`src/rtl/dma_pacer.sv`:
```
module dma_pacer #(
  parameter int CNT_W = 8,
  parameter logic [7:0] ADDR_CTRL = 8'h30,
  parameter logic [7:0] ADDR_CNT  = 8'h31,
  parameter logic [7:0] ADDR_WAIT = 8'h32
) (
  input  logic       clk,
  input  logic       rst_n,
  input  logic       reg_we,
  input  logic [7:0] reg_addr,
  input  logic [7:0] reg_wdata,
  output logic [7:0] reg_rdata,
  input  logic       dreq,
  input  logic       cpu_req,
  input  logic       cpu_io,
  output logic       own_dma,
  output logic       own_cpu,
  output logic       dma_wr_phase,
  output logic       cyc_io,
  output logic       cyc_end,
  output logic       xfer_done
);
  logic             run, burst, sense, spare;
  logic [CNT_W-1:0] cnt;
  logic [1:0]       memw, iow, xtype;
  logic             rq1, rq2, rq3, pend;
  logic             active, by_dma, cur_wr, cur_io, done;
  logic [1:0]       wcnt;

  wire last       = active && wcnt == 2'd0;
  wire free       = !active || last;
  wire just_wrote = last && by_dma && cur_wr;
  wire mem_only   = xtype == 2'b00;
  wire hold_off   = just_wrote && mem_only && !burst;
  wire cnt_left   = just_wrote ? (cnt != CNT_W'(1)) : (cnt != '0);
  wire go_req     = mem_only ? 1'b1 : (sense ? pend : rq2);
  wire mid_byte   = active && by_dma && !cur_wr;
  wire start_wr   = free && mid_byte;
  wire start_rd   = free && !mid_byte && run && cnt_left && go_req && !hold_off;
  wire start_cpu  = free && !mid_byte && !start_rd && cpu_req;
  wire nxt_io     = start_wr ? xtype[0] : (start_rd ? xtype[1] : cpu_io);
  wire rise       = rq2 && !rq3;

  always_ff @(posedge clk) begin
    if (!rst_n) begin
      {rq1, rq2, rq3, pend} <= '0;
    end else begin
      rq1 <= dreq;
      rq2 <= rq1;
      rq3 <= rq2;
      pend <= sense && ((pend && !start_rd) || rise);
    end
  end

  always_ff @(posedge clk) begin
    if (!rst_n) begin
      active <= 1'b0;
      by_dma <= 1'b0;
      cur_wr <= 1'b0;
      cur_io <= 1'b0;
      wcnt   <= 2'd0;
    end else if (free) begin
      active <= start_wr || start_rd || start_cpu;
      by_dma <= start_wr || start_rd;
      cur_wr <= start_wr;
      cur_io <= nxt_io;
      wcnt   <= nxt_io ? iow : memw;
    end else begin
      wcnt <= wcnt - 2'd1;
    end
  end

  always_ff @(posedge clk) begin
    if (!rst_n) begin
      run   <= 1'b0;
      burst <= 1'b0;
      cnt   <= '0;
      {memw, iow} <= 4'hF;
      {sense, spare, xtype} <= 4'h0;
      done  <= 1'b0;
    end else begin
      done <= 1'b0;
      if (just_wrote) begin
        cnt <= cnt - CNT_W'(1);
        if (cnt == CNT_W'(1)) begin
          run  <= 1'b0;
          done <= 1'b1;
        end
      end
      if (reg_we) begin
        case (reg_addr)
          ADDR_CTRL: {burst, run} <= reg_wdata[1:0];
          ADDR_CNT:  cnt <= reg_wdata[CNT_W-1:0];
          ADDR_WAIT: {memw, iow, sense, spare, xtype} <= reg_wdata;
          default: ;
        endcase
      end
    end
  end

  always_comb begin
    case (reg_addr)
      ADDR_CTRL: reg_rdata = {6'd0, burst, run};
      ADDR_CNT:  reg_rdata = 8'(cnt);
      ADDR_WAIT: reg_rdata = {memw, iow, sense, spare, xtype};
      default:   reg_rdata = 8'd0;
    endcase
  end

  assign own_dma      = active && by_dma;
  assign own_cpu      = active && !by_dma;
  assign dma_wr_phase = own_dma && cur_wr;
  assign cyc_io       = active && cur_io;
  assign cyc_end      = last;
  assign xfer_done    = done;
endmodule


```
`config.mk`:
```
export PLATFORM = sky130hd
export DESIGN_NAME = dma_pacer
export DESIGN_NICKNAME = d
export VERILOG_FILES = /design/src/rtl/dma_pacer.sv
export SDC_FILE = /design/constraint.sdc
export NUM_CORES = 1
export LEC_CHECK = 0
export ABC_AREA = 0
export BUFFER_PORTS_ARGS = -buffer_cell sky130_fd_sc_hd__buf_4
export CAP_MARGIN = 20
export CORE_MARGIN = 1.5
export CORE_UTILIZATION = 48
export CTS_CLUSTER_DIAMETER = 40
export CTS_CLUSTER_SIZE = 30
export DETAILED_ROUTE_END_ITERATION = 8
export GPL_ROUTABILITY_DRIVEN = 1
export GPL_TIMING_DRIVEN = 0
export PLACE_DENSITY = 0.75
export SLEW_MARGIN = 30
export SYNTH_ARGS = -nofsm -noshare
export SYNTH_HDL_FRONTEND = slang
export SYNTH_SLANG_ARGS = --single-unit
```
`constraint.sdc`:
```
create_clock -name clk -period 2 [get_ports clk]
set_input_delay 0 -clock clk [delete_from_list [all_inputs] [get_ports clk]]
set_output_delay 0 -clock clk [all_outputs]
set_load 0.02 [all_outputs]
```
# Word-level counts from Yosys, hierarchy flattened
# Cells that the tools add are included.
dict set report totals {
  elab_cells 80
  output_inout_bits 14
  regBits 29
  in_bits 22
}
dict set report op_classes {
  reduce_logical 39
  eq_ne 5
  muxes 16
  addsub 2
}
# op n
set op_table {}
lappend op_table {{equality test 8 x 6 -> 1 bit, second input constant} 3}
lappend op_table {{2-to-1 mux 8 bit} 3}
lappend op_table {{one-hot mux 8 bit (3 select lines)} 1}
lappend op_table {{logical AND 1 bit} 21}
lappend op_table {{2-to-1 mux 1 bit} 10}
lappend op_table {{equality test 8 x 1 -> 1 bit, second input constant} 1}
lappend op_table {{logical NOT 1 bit} 8}
lappend op_table {{!= test 8 x 1 -> 1 bit, second input constant} 1}
lappend op_table {{nonzero test 8 bit} 1}
lappend op_table {{subtractor 8 x 1 -> 8 bit, second input constant} 1}
lappend op_table {{AND reduction 2 bit} 3}
lappend op_table {{logical NOT 2 bit} 2}
lappend op_table {{logical OR 1 bit} 4}
lappend op_table {{2-to-1 mux 2 bit} 2}
lappend op_table {{subtractor 2 x 1 -> 2 bit, second input constant} 1}

# Depth between registers and ports, before layout
dict set report logic_depth {
  ltp_word 12
  mapped_depth 9
  depth_no_buf 8
}

# Worst setup path before layout
# No wires, ideal clock.
dict set report synth_path {
  kind {register -> register}
  start {register cnt[5]}
  end {register wcnt[0]}
  n_path_buf 0
  setup_time_ns 0.131
  path_slack_ns -0.025
  t_arrival_ns 1.895
  path_stages_with_launch 7
  cell_sequence {dfxtp_1 > or4_1 > or3_4 > o211ai_4 > o21ai_4 > a2111oi_2 > a211oi_1}
}
dict set report synth_between {
  elab_chain_len 9
}
# element line
set synth_rtl {}
lappend synth_rtl {{start: declaration} 24} ;# logic [CNT_W-1:0] cnt;
lappend synth_rtl {{start signal: assignment} 84} ;# cnt <= cnt - CNT_W'(1);
lappend synth_rtl {{start signal: assignment} 93} ;# ADDR_CNT: cnt <= reg_wdata[CNT_W-1:0];
lappend synth_rtl {{!= test 8 x 1 -> 1 bit or nonzero test 8 bit (tied branches)} 35} ;# wire cnt_left = just_wrote ? (cnt != CNT_W'(1)) : (cnt != '0);
lappend synth_rtl {{2-to-1 mux 1 bit *} 35}
lappend synth_rtl {{logical AND 1 bit * (3 in a row)} 39} ;# wire start_rd = free && !mid_byte && run && cnt_left && go_req && !hold_off;
lappend synth_rtl {{2-to-1 mux 1 bit * (2 in a row)} 41} ;# wire nxt_io = start_wr ? xtype[0] : (start_rd ? xtype[1] : cpu_io);
lappend synth_rtl {{2-to-1 mux 2 bit *} 67} ;# wcnt <= nxt_io ? iow : memw;
lappend synth_rtl {{2-to-1 mux 2 bit *} 62} ;# end else if (free) begin
lappend synth_rtl {{end signal: assignment} 67}
lappend synth_rtl {{end signal: assignment} 69} ;# wcnt <= wcnt - 2'd1;
lappend synth_rtl {{end: declaration} 28} ;# logic [1:0] wcnt;
# Every way passes the cells marked *; elsewhere a longest branch is shown, timed or not.
# A chain may end at the register's enable or synchronous reset.

# Final worst setup path
dict set report layout_path {
  start {register cnt[6]}
  end {register wcnt[1]}
}
# The elaborated chain is that of the path after synthesis.

==> metrics.md <==
| Metric | Value |
|---|---|
| Status | `finished, violations left` |
| Failing checks | `negative setup slack` |
| DRC errors left | `0` |
| Sequential Power Share | `0.442` |
| Final WL | `4040 um` |
| Die ar. | `3680 sq um` |
| First-pass GRT wire length | `6510 um` |
| Post-DP HPWL | `2820 um` |
| Dpl ws | `-0.232 ns` |
| Max Slew Vio Count | `0` |
| Max-slew headroom | `0.591` |
| Gpl congestion | `0.837` |
| Switching power total | `0.304 mW` |
| Combinational Power Share | `0.103` |
| Tcrit/Tclk final | `1.07` |
| Htree depth | `2` |
| Critical path class | `reg -> reg` |
| DRT Pass-1 Iters | `4` |
| Clock root buffer | `clkbuf_4` |
| Clock group share of total power | `0.455` |
| Worst-path cell chain | `or4_4 > or3_4 > o211ai_4 > o21ai_4 > a2111oi_4 > a211oi_2` |
| Worst Tran Pin Value | `0.605 ns` |
| Buffers on Ports | `34` |
| Cell variety after synth | `43` |
| Highest clock rate | `467 MHz` |
| Fin Setup TNS | `-0.421 ns` |
| Via/cell ratio | `5.49` |
| Pint | `1.05 mW` |
| Clk slew on worst S/H paths | `0.11 ns` |
| Crit end category | `flop` |
| WL per Instance | `14.1 um` |
| CP Max Fanout | `4` |
| Rows | `20` |
| Primary FF master, synth | `dfxtp_1` |
| Clock Tree Buf Depth | `2` |
| Share of layout cells above drive strength 1 | `0.273` |
| Tmin final | `2.14 ns` |
| Core Footprint | `3100 sq um` |
| Pwr/cell area | `612 nW/um^2` |
| Vias in the first global route | `1477` |
| Register bit total from synthesis | `29` |
| Io pins | `36` |
| CP max stage delay | `0.54 ns` |
| Final net count | `267` |
| CP required | `2.22 ns` |
| Initial antenna violation count | `0` |
| Initial core utilization | `0.514` |
| Setup violations, final | `4` |
| Static leakage | `0.998 nW` |
| CTS Buf Count | `5` |
| Peak VDD IR | `603 uV` |
| Synthesized area | `1600 sq um` |
| Slowest-stage cell, CP | `or4_4` |
| Syn Inst Count | `184` |
| Sw Share | `0.225` |
| GRT Total Usage | `0.244` |
| Worst-Skew Late Latency | `0.35 ns` |
| Die H | `60.7 um` |
| Grt ovf | `0` |
| Unrepaired setup endpoints after global routing | `yes` |
| Clock sinks | `29` |
| Initial DRC count | `56` |
| Largest net degree at the start of global routing | `11` |
| Mapped Nets | `210` |
| Max_cap viols | `0` |
| Asr flop ratio synth | `0` |
| Synth Area per Inst | `8.67 sq um` |
| Die Wd | `60.7 um` |
| Via count | `1569` |
| TritonCTS clock tree | `done` |
| EDFF count, synth | `0` |
| # diodes | `0` |
| CP startpoint kind | `flop` |
| Setup slack after layout | `-0.141 ns` |
| ANT nets after route | `0` |
| Clock Skew | `0.0149 ns` |
| Final Hold Fails | `0` |
| Power Total | `1.35 mW` |
| WP data arrival | `2.36 ns` |
| Yosys warning count | `0` |
| Seq/Total Area, Yosys | `0.364` |
| Min-Delay Path Class | `in -> reg` |
| P&R area growth vs syn | `38.5%` |
==> area by class of cell <==
class / count / area (sq um)
inverter: 7 / 26.3
timing repair buffer: 50 / 400
multi-input combinational: 141 / 1010
tap: 44 / 55.1
clock inverter: 3 / 65.1
sequential: 29 / 584
buffer: 7 / 26.3
fill: 266 / 893
clock buffer: 5 / 37.5
==> sequential cells by signal, summed over array words and instances (netlist names) <==
name       cells
active         1
burst          1
by_dma         1
cnt            8
cur_io         1
cur_wr         1
iow            2
memw           2
pend           1
rq1            1
rq2            1
rq3            1
run            1
sense          1
spare          1
wcnt           2
xfer_done      1
xtype          2
==> worst max-delay path, delay by kind of cell, from the launching register on <==
family             cells  cell delay [ns]
and+or+nand+nor        2             0.92
AOI/OAI and AO/OA      4             0.76
DFF                    1             0.34
==> synthesized netlist by cell type, drive strengths merged, types with 2 or more instances <==
cell type | n | area [sq um]
ha | 4 | 50.1
a21oi | 3 | 15.0
o21a | 3 | 30.0
o211ai | 2 | 28.8
inv | 7 | 26.3
or4 | 2 | 15.0
nor2 | 15 | 56.3
nand2 | 28 | 105
dfxtp | 29 | 581
nand3 | 14 | 70.1
clkbuf | 7 | 26.3
o21ai | 4 | 31.3
mux2i | 4 | 40.0
o211a | 8 | 80.1
a22o | 6 | 52.6
a21boi | 5 | 41.3
and2 | 7 | 43.8
xnor2 | 3 | 26.3
xor2 | 3 | 26.3
or3 | 3 | 23.8
a2111oi | 2 | 30.0
nor3 | 2 | 10.0
nor2b | 7 | 43.8
a211oi | 3 | 22.5
nor4 | 2 | 27.5
==> cell families (layout without fill, tap and decap cells) <==
group | count (synthesis) | in the layout | share of synthesized area
AND/OR/NAND/NOR | 86 | 86 | 0.278
XOR/XNOR | 6 | 6 | 0.0329
AO/OA/AOI/OAI | 40 | 40 | 0.228
buffers and inverters | 14 | 72 | 0.0329
adder cells (fa/ha/maj) | 4 | 4 | 0.0314
flip-flops | 29 | 29 | 0.364
multiplexers | 5 | 5 | 0.0322
==> metal layers <==
metal | wire, um | vias to the layer above | GRT usage
li1 | - | 769 | -
met1 | 1630 | 724 | 0.279
met2 | 2040 | 61 | 0.425
met3 | 282 | 15 | 0.0832
met4 | 85 | 0 | 0.0807
met5 | 0 | - | 0
==> stage by stage <==
step	cell area, sq um	hold slack, ns	util	cells
global placement	1910	0.215	0.614	262
global route	2210	0.0316	0.712	286
finish	2210	0.0203	0.712	286
detailed placement	1910	0.214	0.614	262
floorplan	1600	0.127	-	184
CTS	2190	0.0152	0.706	285
==> path summary, 6_finish.rpt <==
check	depth (start not counted)	slack, ns	from	to
setup / recovery	6	-0.14	cnt[6]$_SDFF_PN0_	wcnt[1]$_SDFF_PN0_
hold / removal	3	0.02	rst_n	by_dma$_SDFFE_PN0N_
setup reg to reg	6	-0.14	cnt[6]$_SDFF_PN0_	wcnt[1]$_SDFF_PN0_
hold reg to reg	1	0.45	rq1$_SDFF_PN0_	rq2$_SDFF_PN0_
==> power groups by stage <==
stage	Combinational [mW]	Sequential, mW	Clock (mW)
2_1_floorplan	0.0646	0.608	0
4_1_cts	0.139	0.597	0.617
5_1_grt	0.153	0.599	0.654
3_5_place_dp	0.120	0.610	0
6_report	0.140	0.598	0.615
3_3_place_gp	0.117	0.610	0
==> repair_timing <==
action / CTS / global route
hold buffers: 10 / 0
setup buffers: 5 / 1
pin swaps: 3 / 3
endpoints found under the hold margin: 20 / 0
setup endpoints to repair: 5 / 5
gates resized for setup: 9 / 3
==> placed cells by master, fill, tap and decap left out, types with 4 or more instances in the layout <==
cell            n
and2_1          7
nor2_1         15
nand2_1        28
a22o_1          6
dfxtp_1        26
nand3_1        14
inv_1           7
ha_1            4
clkbuf_4        5
clkbuf_1        7
o211a_1         8
buf_4          40
a21boi_1        4
nor2b_1         7
dlygate4sd3_1  10
Note: power is estimated with default switching activity, not from simulation.
